`src/rtl/pc_steer_pkg.sv`:
```
package pc_steer_pkg;

  // pcSel encodings driven by the decoder
  localparam logic [2:0] PCS_SEQ    = 3'd0;
  localparam logic [2:0] PCS_BRANCH = 3'd1;
  localparam logic [2:0] PCS_JUMP   = 3'd2;
  localparam logic [2:0] PCS_REG    = 3'd3;
  localparam logic [2:0] PCS_VRST   = 3'd4;
  localparam logic [2:0] PCS_VBAD   = 3'd5;
  localparam logic [2:0] PCS_VIRQ   = 3'd6;

  typedef enum logic [2:0] {
    TGT_SEQ, TGT_BRANCH, TGT_JUMP, TGT_REG, TGT_RESET, TGT_BADOP, TGT_IRQ
  } tgt_e;

  typedef enum logic [1:0] {
    DST_RD, DST_RT, DST_LINK, DST_EXC
  } dst_e;

  typedef struct packed {
    tgt_e target;
    dst_e dest;
  } steer_t;

endpackage

```
`src/rtl/pc_steer_ctrl.sv`:
```
module pc_steer_ctrl
  import pc_steer_pkg::*;
(
  input  logic       rst,
  input  logic       irq,
  input  logic       badOp,
  input  logic [2:0] pcSel,
  input  logic [1:0] waSel,
  input  logic       aluZero,
  input  logic       branchNe,
  output steer_t     steer
);

  logic branchTaken;
  logic excActive;

  // beq: taken on zero; bne: taken on non-zero
  assign branchTaken = aluZero ^ branchNe;
  assign excActive   = irq | badOp;

  always_comb begin
    steer.target = TGT_SEQ;
    if (rst) begin
      steer.target = TGT_RESET;
    end else if (irq) begin
      steer.target = TGT_IRQ;
    end else if (badOp) begin
      steer.target = TGT_BADOP;
    end else begin
      unique case (pcSel)
        PCS_SEQ:    steer.target = TGT_SEQ;
        PCS_BRANCH: steer.target = branchTaken ? TGT_BRANCH : TGT_SEQ;
        PCS_JUMP:   steer.target = TGT_JUMP;
        PCS_REG:    steer.target = TGT_REG;
        PCS_VRST:   steer.target = TGT_RESET;
        PCS_VBAD:   steer.target = TGT_BADOP;
        PCS_VIRQ:   steer.target = TGT_IRQ;
        default:    steer.target = TGT_SEQ;
      endcase
    end
  end

  always_comb begin
    if (excActive) begin
      steer.dest = DST_EXC;
    end else begin
      unique case (waSel)
        2'd0:    steer.dest = DST_RD;
        2'd1:    steer.dest = DST_RT;
        2'd2:    steer.dest = DST_LINK;
        default: steer.dest = DST_EXC;
      endcase
    end
  end

endmodule

```
`src/rtl/pc_steer_dp.sv`:
```
module pc_steer_dp
  import pc_steer_pkg::*;
#(
  parameter int          XLEN     = 32,
  parameter int          JW       = 26,
  parameter int          IMMW     = 16,
  parameter int          RW       = 5,
  parameter logic [31:0] RST_VEC  = 32'h8000_0000,
  parameter logic [31:0] BAD_VEC  = 32'h8000_0040,
  parameter logic [31:0] IRQ_VEC  = 32'h8000_0080,
  parameter int          LINK_REG = 31,
  parameter int          EXC_REG  = 27
) (
  input  logic            clk,
  input  steer_t          steer,
  input  logic [JW-1:0]   jumpField,
  input  logic [IMMW-1:0] immField,
  input  logic [XLEN-1:0] regTarget,
  input  logic [RW-1:0]   rdIdx,
  input  logic [RW-1:0]   rtIdx,
  output logic [XLEN-1:0] pcOut,
  output logic [XLEN-1:0] pcPlus4,
  output logic [RW-1:0]   destReg
);

  localparam int SEXW  = XLEN - IMMW - 2;
  localparam int KEEPW = XLEN - JW - 2;

  logic [XLEN-1:0] pcReg;
  logic [XLEN-1:0] seqPc;
  logic [XLEN-1:0] branchOff;
  logic [XLEN-1:0] branchPc;
  logic [XLEN-1:0] jumpPc;
  logic [XLEN-1:0] regPc;
  logic [XLEN-1:0] nextPc;

  // Dedicated adders: ALU is busy with the compare subtraction
  assign seqPc     = pcReg + XLEN'(4);
  assign branchOff = {{SEXW{immField[IMMW-1]}}, immField, 2'b00};
  assign branchPc  = seqPc + branchOff;
  assign jumpPc    = {pcReg[XLEN-1 -: KEEPW], jumpField, 2'b00};
  assign regPc     = regTarget & ~XLEN'(3);

  always_comb begin
    unique case (steer.target)
      TGT_SEQ:    nextPc = seqPc;
      TGT_BRANCH: nextPc = branchPc;
      TGT_JUMP:   nextPc = jumpPc;
      TGT_REG:    nextPc = regPc;
      TGT_RESET:  nextPc = XLEN'(RST_VEC);
      TGT_BADOP:  nextPc = XLEN'(BAD_VEC);
      TGT_IRQ:    nextPc = XLEN'(IRQ_VEC);
      default:    nextPc = seqPc;
    endcase
  end

  // Reset arrives as TGT_RESET from control, so the load is synchronous
  always_ff @(posedge clk) begin
    pcReg <= nextPc;
  end

  always_comb begin
    unique case (steer.dest)
      DST_RD:   destReg = rdIdx;
      DST_RT:   destReg = rtIdx;
      DST_LINK: destReg = RW'(LINK_REG);
      default:  destReg = RW'(EXC_REG);
    endcase
  end

  assign pcOut   = pcReg;
  assign pcPlus4 = seqPc;

endmodule

```
`src/rtl/pc_steer.sv`:
```
module pc_steer
  import pc_steer_pkg::*;
#(
  parameter int          XLEN     = 32,
  parameter int          JW       = 26,
  parameter int          IMMW     = 16,
  parameter int          RW       = 5,
  parameter logic [31:0] RST_VEC  = 32'h8000_0000,
  parameter logic [31:0] BAD_VEC  = 32'h8000_0040,
  parameter logic [31:0] IRQ_VEC  = 32'h8000_0080,
  parameter int          LINK_REG = 31,
  parameter int          EXC_REG  = 27
) (
  input  logic            clk,
  input  logic            rst,
  input  logic            irq,
  input  logic            badOp,
  input  logic [2:0]      pcSel,
  input  logic [1:0]      waSel,
  input  logic [JW-1:0]   jumpField,
  input  logic [IMMW-1:0] immField,
  input  logic [XLEN-1:0] regTarget,
  input  logic            aluZero,
  input  logic            branchNe,
  input  logic [RW-1:0]   rdIdx,
  input  logic [RW-1:0]   rtIdx,
  output logic [XLEN-1:0] pcOut,
  output logic [XLEN-1:0] pcPlus4,
  output logic [RW-1:0]   destReg
);

  steer_t steer;

  pc_steer_ctrl u_ctrl (
    .rst      (rst),
    .irq      (irq),
    .badOp    (badOp),
    .pcSel    (pcSel),
    .waSel    (waSel),
    .aluZero  (aluZero),
    .branchNe (branchNe),
    .steer    (steer)
  );

  pc_steer_dp #(
    .XLEN     (XLEN),
    .JW       (JW),
    .IMMW     (IMMW),
    .RW       (RW),
    .RST_VEC  (RST_VEC),
    .BAD_VEC  (BAD_VEC),
    .IRQ_VEC  (IRQ_VEC),
    .LINK_REG (LINK_REG),
    .EXC_REG  (EXC_REG)
  ) u_dp (
    .clk       (clk),
    .steer     (steer),
    .jumpField (jumpField),
    .immField  (immField),
    .regTarget (regTarget),
    .rdIdx     (rdIdx),
    .rtIdx     (rtIdx),
    .pcOut     (pcOut),
    .pcPlus4   (pcPlus4),
    .destReg   (destReg)
  );

endmodule

```
`config.mk`:
```
export PLATFORM = sky130hd
export DESIGN_NAME = pc_steer
export DESIGN_NICKNAME = d
export VERILOG_FILES = /design/src/rtl/pc_steer_pkg.sv /design/src/rtl/pc_steer_ctrl.sv /design/src/rtl/pc_steer_dp.sv /design/src/rtl/pc_steer.sv
export SDC_FILE = /design/constraint.sdc
export NUM_CORES = 1
export LEC_CHECK = 0
export BUFFER_PORTS_ARGS = -buffer_cell sky130_fd_sc_hd__clkbuf_2
export CAP_MARGIN = 20
export CORE_ASPECT_RATIO = 0.5
export CORE_MARGIN = 10
export CORE_UTILIZATION = 25
export DETAILED_ROUTE_END_ITERATION = 10
export PLACE_DENSITY = 0.47
export REMOVE_ABC_BUFFERS = 1
export SETUP_SLACK_MARGIN = 0.5
export SYNTH_ARGS = -nofsm -noshare
export SYNTH_HDL_FRONTEND = slang
export SYNTH_SLANG_ARGS = --single-unit
```
`constraint.sdc`:
```
create_clock -name clk -period 7.3 [get_ports clk]
set_clock_uncertainty 0.1 [all_clocks]
set_input_delay 0.73 -clock clk [delete_from_list [all_inputs] [get_ports clk]]
set_output_delay 0.73 -clock clk [all_outputs]
set_load 0.01 [all_outputs]
```
After elaboration in Yosys (flattened, before gate mapping):

Cells that the tools add are included.

* register bits: 32
* input bits: 95
* output and inout bits: 69
* logic and storage cells: 33

* $add $sub $neg: 2
* equal/unequal tests: 16
* multiplexer cells: 9
* bitwise logic cells: 2
* reductions and logical operators: 2

Operators by type and width (number)
* $pmux W32 S6: 1
* $add A32 B3 Y32 const B: 1
* $add A32 B32 Y32: 1
* $eq A3 B3 Y1 const B: 6
* $pmux W3 S6: 1
* $pmux W5 S3: 1
* $eq A3 B2 Y1 const B: 4
* $mux W3: 3
* $eq A3 B1 Y1 const B: 2
* $pmux W2 S3: 1
* $eq A2 B1 Y1 const B: 2
* $eq A2 B2 Y1 const B: 2
* $logic_not A2 Y1: 2
* $mux W2: 1
* $mux W1: 1
* $or A1 B1 Y1: 1
* $xor A1 B1 Y1: 1

Longest topological paths before layout:

Gate-level depths: netlist of the first run.

* depth after elaboration: 8
* depth in mapped cells: 18
* depth with buffers taken out: 18

Modules after synthesis:

From an unflattened synthesis of the first run, not the netlist that was laid out.

* cell total of the unflattened synthesis: 572
* area total of the unflattened synthesis: 4164.0 sq um

By module, submodules not included
* pc_steer_dp: instances 1, cells each 559, area an instance 4086.4 sq um
* pc_steer_ctrl: instances 1, cells each 13, area an instance 77.6 sq um

Least setup slack after synthesis of the first run:

Ideal clock, no wire load.

* path type: register to register
* from: register u_dp.pcReg[4] (netlist: u_dp.pcOut[4])
* to: register u_dp.pcReg[30] (netlist: u_dp.pcOut[30]) (data pin)
* setup time: 0.266 ns
* arrival time: 3.653 ns
* data required time: 6.934 ns
* path slack: 3.281 ns
* cell stages (with the launch flop): 18
* path through: dfxtp_1 -> and3_1 -> nand3_1 -> or2_2 -> nor2_1 -> nand3_1 -> xnor2_1 -> ha_1 -> a21oi_1 -> o21ai_0 -> a221o_1 -> a21oi_1 -> o21a_1 -> o21ai_2 -> a211o_1 -> a21oi_1 -> or4b_2 -> nand4_1

* word-level cells in the longest chain between the ends: 3

RTL lines
* from (decl): RTL line pc_steer_dp.sv:29 `logic [XLEN-1:0] pcReg;`
* from (signal assigned): RTL line pc_steer_dp.sv:59 `pcReg <= nextPc;`
* $add A32 B3 Y32: RTL line pc_steer_dp.sv:38 `assign seqPc = pcReg + XLEN'(4);`
* via pcPlus4[21]: RTL line pc_steer.sv:28 `output logic [XLEN-1:0] pcPlus4,`
* $add A32 B32 Y32: RTL line pc_steer_dp.sv:40 `assign branchPc = seqPc + branchOff;`
* $pmux W32 S6: RTL line pc_steer_dp.sv:45 `unique case (steer.target)`
* via u_dp.nextPc[30]: RTL line pc_steer_dp.sv:35 `logic [XLEN-1:0] nextPc;`

The timed path passes the listed nets, and every way through them passes these cells.
A chain may end at the register's enable or synchronous reset.

Worst setup path in the final report of the first run:

* from: register u_dp.pcReg[2] (netlist: u_dp.pcOut[2])
* to: register u_dp.pcReg[31] (netlist: u_dp.pcOut[31]) (data pin)

* word-level cells in the longest chain between the ends: 3

RTL lines (RTL line)
* $add A32 B3 Y32 (*): pc_steer_dp.sv:38
* $add A32 B32 Y32: pc_steer_dp.sv:40
* $pmux W32 S6 (*): pc_steer_dp.sv:45
* via u_dp.nextPc[31]: pc_steer_dp.sv:35

The timed path passes the listed nets; every way through them passes the cells marked *.

==> results of run 1 <==
[cell usage after synthesis (3+ instances only)]
cell type	n	area, µm²
clkbuf_1	8	30.0
a21o_1	8	60.1
a221o_1	9	90.1
o21bai_1	4	30.0
a2111oi_0	4	35.0
ha_1	34	425
nor2b_1	4	25.0
buf_2	4	20.0
mux2i_1	7	70.1
nor3_1	7	35.0
a21oi_1	48	240
nand2_1	38	143
xnor2_1	33	289
edfxtp_1	4	120
nand3_1	21	105
and3_1	12	75.1
nand4_1	7	43.8
o21ai_0	26	130
a31oi_1	5	31.3
o21ai_2	4	35.0
a222oi_1	7	70.1
a211oi_1	4	30.0
a22oi_1	7	52.6
or3_1	3	18.8
o21a_1	4	30.0
nor2_1	40	150
inv_1	16	60.1
nand2b_1	5	31.3
buf_4	4	30.0
xor2_1	21	184
dfxtp_1	26	521
[path summary, 6_finish.rpt]
kind                                    start  cells past startpoint              to
worst max-delay path            u_dp.pcOut[2]                     17  u_dp.pcOut[31]
worst min-delay path            u_dp.pcOut[2]                      1   u_dp.pcOut[2]
worst max register to register  u_dp.pcOut[2]                     17  u_dp.pcOut[31]
worst min register to register  u_dp.pcOut[2]                      1   u_dp.pcOut[2]
[metal layers]
metal	share of wire, %	track usage (%)	vias up
li1	-	-	2038
met1	45	18.2	1934
met2	49	25.6	82
met3	4.3	2.36	13
met4	1.3	3.32	0
met5	0	0	-
[cell families after synthesis]
| family | after synthesis | share of synthesized area (%) |
|---|---|---|
| AOI/OAI and AO/OA | 152 | 29.9 |
| xor gates and xnor gates | 54 | 13.2 |
| DFF | 30 | 17.9 |
| adders and majority gates | 35 | 12.4 |
| and+or+nand+nor | 150 | 20.5 |
| muxes | 7 | 1.95 |
| other | 1 | 0.105 |
| buffers and inverters | 33 | 4.05 |
[per-stage QoR]
step,utilization [%],power [mW]
3_5_place_dp,33.1,0.444
6_report,34.2,0.661
2_1_floorplan,-,0.346
3_3_place_gp,33.1,0.444
4_1_cts,34.2,0.666
5_1_grt,34.2,0.702
[power by group]
| part | switching, mW | internal, mW | total [mW] |
|---|---|---|---|
| combinational | 0.144 | 0.106 | 0.250 |
| clock | 0.0845 | 0.135 | 0.220 |
| sequential | 0.0131 | 0.178 | 0.191 |
| total | 0.242 | 0.419 | 0.661 |
[worst reg2reg max path, delay by kind of cell (launching register included)]
kind	cells	cell delay, ns
compound gates	5	1.31
fa+ha+maj	2	0.62
buf+inv	1	0.11
simple gates	7	1.35
xor+xnor	2	0.48
flops	1	0.42
[area by class of cell]
| cell class | instances | area (µm²) |
|---|---|---|
| Clock buffer | 7 | 143 |
| Timing Repair Buffer | 162 | 823 |
| Sequential cell | 30 | 641 |
| Inverter | 16 | 60.1 |
| Tap cell | 192 | 240 |
| Clock inverter | 1 | 5.00 |
| Fill cell | 1517 | 9090 |
| Multi-Input combinational cell | 402 | 2810 |
==> results.toml, run 1 <==
[status]
status = "completed"

[clock_tree]
cts.sinks = 30
cts_made_buffers = 5
clk_latency_ns = 0.28
root_buffer = "clkbuf_16"
cts_resized = 0
ctsHtreeMaxLevel = 2
post_cts_buffers = 0
clk_path_buf_depth = 2
ctsHoldBuffers = 0
clkSlewWorstSetupHoldPaths_ns = 0.05
cts_tree = "done"

[sta]
fin_ws_ns = 2.63
hold_violations = 0
tightest_slew_ns = 0.810
period_share_pct = 64.0
holdWs_ns = 0.431
fmax_ghz = 0.214
tns_ns = 0
rsz0062_at_grt = "no"
max_slew_margin_pct = 44.6
setup_viol = 0
period_needed_ns = 4.67
drv_slew = 0

[yosys]
synth_cell_type_count = 65
ys_ff_latch = 30
syn_area_mm2 = 0.00359
synth.avg_cell_area_um2 = 7.76
synth_edf_count = 4
yosysWarningCount = 0
synthCells = 462
async_flop_share_pct = 0
ys_seq_area_share_pct = 17.9
synth_flop_cell = "dfxtp_1"

[place]
post_dp_cell_area_mm2 = 0.00458
hpwl_um = 12600
io_buffer_count = 157
placed_cells = 802
place.gp.congestion = 0.824
pre_cts_ws_ns = 2.64

[route]
drc_errors = 0
antenna_left = 0
drt_iter0_drc = 195
via_count = 4067
routed_wl_um = 15100
wl_per_cell_um = 18.6
viasPerCell = 5.02
drt_pass1_iterations = 5

[pwr]
cellPowerDensity_mw_per_mm2 = 140
vdd_drop_max_mv = 0.0741
leakage_nw = 2.30

[critical_path]
cp-end-kind = "flop"
r2r_setup_slack_ns = 2.63
critPathSlowestCell = "a2111oi_0"
crit_arrival_ns = 4.60
crit_chain = "ha_1 > nand2_1 > nor2_1 > nand4_1 > inv_1 > and3_1 > xor2_1 > ha_1 > a21oi_1 > nor2b_1 > o21ai_0 > nand2b_1 > nor3_1 > a2111oi_0 > a2111oi_0 > xnor2_1 > a21oi_1"
crit_family = "simple AND/OR/NAND/NOR gates"
slowest_delay_ns = 0.75
critPathBufInv = 1
crit_type = "reg2reg"
crit_required_ns = 7.23
start_kind = "flop"
crit_fanout = 8

[layout]
drive_above_1_share_pct = 30.4
final_area_mm2 = 0.00472
antenna_cells = 0
final_cells = 810
largest_reg_flops = 30
fin_nets = 747
area_growth_pct = 31.7
final_common_cell = "clkbuf_2"
layout_common_cells = "clkbuf_2, a21oi_1, nor2_1, nand2_1, ha_1"

[die]
placementRows = 30
coreArea_mm2 = 0.0138
die-area_mm2 = 0.0198
start_util_pct = 26.0
dieHeight_um = 105
die_w_um = 189
io-pin-count = 164

[global_route]
grt.total_usage_pct = 14.6
grt_pass1_vias = 4266
grt_max_degree = 23
grt_pass1_wl_um = 23500
overflow = 0
antenna_found_initial = 0

[hold_path]
hold_path.class = "reg2reg"

[job]
maxCapViolCount = 0
No activity file was read; power rests on OpenSTA's default activity.
==> run 2: changes to the inputs <==
==> constraint.sdc (replaced) <==
create_clock -name clk -period 4.3 [get_ports clk]
set_clock_uncertainty 0.1 [all_clocks]
set_input_delay 0.43 -clock clk [delete_from_list [all_inputs] [get_ports clk]]
set_output_delay 0.43 -clock clk [all_outputs]
set_load 0.01 [all_outputs]
==> results.toml, run 2 (synthesis gave the netlist of run 1 again) <==
[clock_tree]
clk_path_buf_depth = 2
clk_latency_ns = 0.29
ctsHtreeMaxLevel = 2
cts_tree = "done"
cts_made_buffers = 5
root_buffer = "clkbuf_16"
cts.sinks = 30
clkSlewWorstSetupHoldPaths_ns = 0.06

[critical_path]
crit_arrival_ns = 3.74
cp-end-kind = "flop"
crit_chain = "and3_4 > nand3_2 > or2_4 > buf_4 > nor2_1 > xor2_1 > ha_1 > nand4_1 > nor2_1 > o41ai_2 > buf_4 > a31oi_4 > nand4_1 > a2111oi_4 > a2111oi_2 > buf_4 > xnor2_2 > a21oi_1"
slowest_delay_ns = 0.43
start_kind = "flop"
crit_family = "simple AND/OR/NAND/NOR gates"
critPathSlowestCell = "a2111oi_4"
critPathMostFrequentCell = "buf_4"
crit_required_ns = 4.23
crit_type = "reg2reg"
critPathBufInv = 3
crit_fanout = 4

[sta]
drv_slew = 0
tightest_slew_ns = 0.894
tns_ns = 0
rsz0062_at_grt = "yes"
period_share_pct = 88.4
max_slew_margin_pct = 40.4
hold_violations = 0
period_needed_ns = 3.80
fmax_ghz = 0.263
setup_viol = 0

[layout]
antenna_cells = 0
drive_above_1_share_pct = 44.6
final_area_mm2 = 0.00551
area_growth_pct = 53.6
nFillCells = 1489
layout_common_cells = "clkbuf_2, buf_4, a21oi_1, nand2_1, nor2_1"
final_common_cell = "clkbuf_2"
largest_reg_flops = 30
fin_nets = 800

[place]
io_buffer_count = 157
place.gp.congestion = 0.862
hpwl_um = 13000
post_dp_cell_area_mm2 = 0.00484

[die]
placementRows = 30
die_w_um = 189
dieHeight_um = 105
die-area_mm2 = 0.0198
coreArea_mm2 = 0.0138
start_util_pct = 26.0
io-pin-count = 164

[route]
viasPerCell = 4.96
drc_errors = 0
routed_wl_um = 16200
drt_iter0_drc = 268
antenna_left = 0
drt_pass1_iterations = 5
wl_per_cell_um = 18.7
via_count = 4284

[global_route]
grt_max_degree = 23
grt_pass1_wl_um = 24100
grt.total_usage_pct = 15.1
antenna_found_initial = 0
overflow = 0
grt_pass1_vias = 4327

[status]
status = "completed"

[pwr]
vdd_drop_max_mv = 0.143
leakage_nw = 2.66
cellPowerDensity_mw_per_mm2 = 231

[hold_path]
hold_path.class = "in2reg"

[job]
maxCapViolCount = 0
[run 2: power by group]
group | internal [mW] | switching [mW] | leakage, nW
clock | 0.290 | 0.144 | 0.0841
combinational | 0.237 | 0.276 | 2.32
sequential | 0.302 | 0.0250 | 0.262
[run 2: cell type report]
cell class / count / area (µm²) / area share, %
multi-input cells: 402 / 3150 / 57.2
flip-flops and latches: 30 / 661 / 12.0
well taps: 192 / 240 / 4.36
clock buffers: 7 / 143 / 2.59
repair buffers: 215 / 1220 / 22.2
inverters: 16 / 60.1 / 1.09
clock inverters: 1 / 30.0 / 0.545
[run 2: worst min-delay path, cell delays in order]
cell and delay, ns:
clkbuf_2 0.08, a21oi_1 0.05, o21ai_0 0.06
[run 2: layer usage]
layer	part of all wire (%)	up-vias	track usage, %	wire length, µm
met1	46	2029	19.7	7500
met2	49	95	25.6	7850
met3	3.9	12	2.22	634
met5	0	-	0	0
li1	-	2148	-	-
met4	1.1	0	3.32	170
[run 2: what timing repair did]
item | CTS | global route
resized for setup | 28 | 48
setup buffers | 5 | 13
hold buffers | 0 | 0
setup endpoints to repair | 6 | 8
cloned | 0 | 0
pin swaps | 7 | 24
[run 2: metrics by stage]
| stage | util, % | hold WS (ns) | cells | setup slack, ns | power, mW |
|---|---|---|---|---|---|
| after floorplan | - | 0.416 | 448 | 0.280 | 0.587 |
| after global placement | 35.1 | 0.417 | 837 | 0.127 | 0.785 |
| after detailed placement | 35.1 | 0.420 | 837 | 0.0234 | 0.786 |
| after CTS | 37.4 | 0.263 | 850 | 0.511 | 1.24 |
| after global routing | 39.9 | 0.272 | 863 | 0.324 | 1.35 |
| final | 39.9 | 0.269 | 863 | 0.497 | 1.27 |
[run 2: path summary, 6_finish.rpt]
kind	slack (ns)	endpoint	cells past startpoint	startpoint
worst max-delay path	0.50	u_dp.pcOut[31]	18	u_dp.pcOut[8]
worst min-delay path	0.27	u_dp.pcOut[17]	3	regTarget[17]
worst max register to register	0.50	u_dp.pcOut[31]	18	u_dp.pcOut[8]
worst min register to register	0.39	u_dp.pcOut[2]	1	u_dp.pcOut[2]
==> run 3: changes to the inputs <==
--- a/config.mk
+++ b/config.mk
@@ -10,6 +10,7 @@
 export CORE_ASPECT_RATIO = 0.5
 export CORE_MARGIN = 10
 export CORE_UTILIZATION = 25
+export CTS_BUF_LIST = sky130_fd_sc_hd__clkbuf_2 sky130_fd_sc_hd__clkbuf_4 sky130_fd_sc_hd__clkbuf_8
 export DETAILED_ROUTE_END_ITERATION = 10
 export PLACE_DENSITY = 0.47
 export REMOVE_ABC_BUFFERS = 1
==> results.toml, run 3 (synthesis gave the netlist of run 1 again) <==
[critical_path]
crit_arrival_ns = 3.76
crit_type = "reg2reg"
start_kind = "flop"
crit_chain = "and3_4 > nand3_2 > or2_4 > buf_4 > nor2_1 > xor2_1 > ha_1 > nand4_1 > nor2_1 > o41ai_2 > buf_4 > a31oi_4 > nand4_1 > a2111oi_4 > a2111oi_2 > buf_4 > xnor2_2 > a21oi_1"
slowest_delay_ns = 0.43
crit_required_ns = 4.26
crit_fanout = 4
critPathMostFrequentCell = "buf_4"
cp-end-kind = "flop"
reg2regPathDepth = 18
critPathSlowestCell = "a2111oi_4"

[sta]
rsz0062_at_grt = "yes"
period_needed_ns = 3.80
fin_ws_ns = 0.498
period_share_pct = 88.4
fmax_ghz = 0.263
hold_violations = 0
tns_ns = 0
max_slew_margin_pct = 39.5
setup_viol = 0
tightest_slew_ns = 0.907
drv_slew = 0

[status]
status = "completed"

[die]
start_util_pct = 26.0
die_w_um = 189
dieHeight_um = 105
placementRows = 30
io-pin-count = 164
coreArea_mm2 = 0.0138
die-area_mm2 = 0.0198

[route]
routed_wl_um = 16100
drt_pass1_iterations = 5
drc_errors = 0
drt_iter0_drc = 221
antenna_left = 0
viasPerCell = 4.95
wl_per_cell_um = 18.7
via_count = 4263

[clock_tree]
cts_made_buffers = 5
clkSlewWorstSetupHoldPaths_ns = 0.08
clk_latency_ns = 0.31
clk_path_buf_depth = 2
cts_tree = "done"
cts.sinks = 30
ctsHtreeMaxLevel = 2
root_buffer = "clkbuf_8"

[place]
io_buffer_count = 157
pre_cts_ws_ns = 0.0234
hpwl_um = 13000
placed_cells = 837
place.gp.congestion = 0.862

[pwr]
leakage_nw = 2.64
vdd_drop_max_mv = 0.103
power.total_mw = 1.17
cellPowerDensity_mw_per_mm2 = 214

[layout]
largest_reg_flops = 30
area_growth_pct = 51.9
antenna_cells = 0
fin_nets = 799
seqCellArea_um2 = 661
multi_input_area_mm2 = 0.00315
layout_common_cells = "clkbuf_2, buf_4, a21oi_1, nand2_1, nor2_1"
final_common_cell = "clkbuf_2"
drive_above_1_share_pct = 44.6
nFillCells = 1495
utilization_pct = 39.4
final_cells = 862

[global_route]
grt_pass1_wl_um = 24100
grt_pass1_vias = 4312
antenna_found_initial = 0
grt_max_degree = 23
overflow = 0
grt.total_usage_pct = 15.1

[hold_path]
hold_path.class = "in2reg"
whs_path_depth = 2

[job]
maxCapViolCount = 0
[run 3: cell types whose count changed in the layout (fill, tap and decap cells not counted), sizes merged]
cell | previous run | this run
buf | 58 | 57
[run 3: worst max-delay path: cells and delay by family, from the launching register on]
family          cells  cell delay, ns
compound gates      5            0.87
xor+xnor            2            0.23
fa+ha+maj           1            0.30
buf+inv             3            0.48
flops               1            0.37
simple gates        7            1.20
[run 3: routing by layer]
layer  vias to the layer above  part of all wire, %  GRT usage (%)
li1                       2143                    -              -
met1                      2024                   47           19.7
met2                        85                   49           25.6
met3                        11                  3.8           2.22
met4                         0                 0.85           2.98
met5                         -                    0              0
[run 3: path summary, 6_finish.rpt]
check | slack [ns] | end | startpoint
setup / recovery | 0.50 | u_dp.pcOut[31] | u_dp.pcOut[8]
hold / removal | 0.25 | u_dp.pcOut[15] | jumpField[13]
setup reg to reg | 0.50 | u_dp.pcOut[31] | u_dp.pcOut[8]
hold reg to reg | 0.39 | u_dp.pcOut[2] | u_dp.pcOut[2]
[run 3: per-stage QoR]
stage | area [µm²] | hold slack [ns]
6_report | 5450 | 0.247
3_3_place_gp | 4840 | 0.417
4_1_cts | 5110 | 0.241
2_1_floorplan | 3510 | 0.416
3_5_place_dp | 4840 | 0.420
5_1_grt | 5450 | 0.243
[run 3: layout make-up]
type	count	share of cell area, %
Timing Repair Buffer	214	22.3
Inverter	16	1.10
Multi-Input combinational cell	402	57.9
Sequential cell	30	12.1
Clock inverter	1	0.551
Tap cell	192	4.41
Clock buffer	7	1.65
[run 3: power by group]
group	total [mW]	internal (mW)	switching (mW)	leakage [nW]
sequential	0.326	0.302	0.0249	0.262
clock	0.331	0.196	0.136	0.0619
combinational	0.510	0.235	0.275	2.31
total	1.17	0.733	0.435	2.64
[run 3: repair_timing]
action | 4_1_cts | 5_1_grt
hold buffers | 0 | 0
setup buffers | 5 | 12
setup endpoints to repair | 6 | 8
pin swaps | 7 | 22
gates resized for setup | 30 | 45
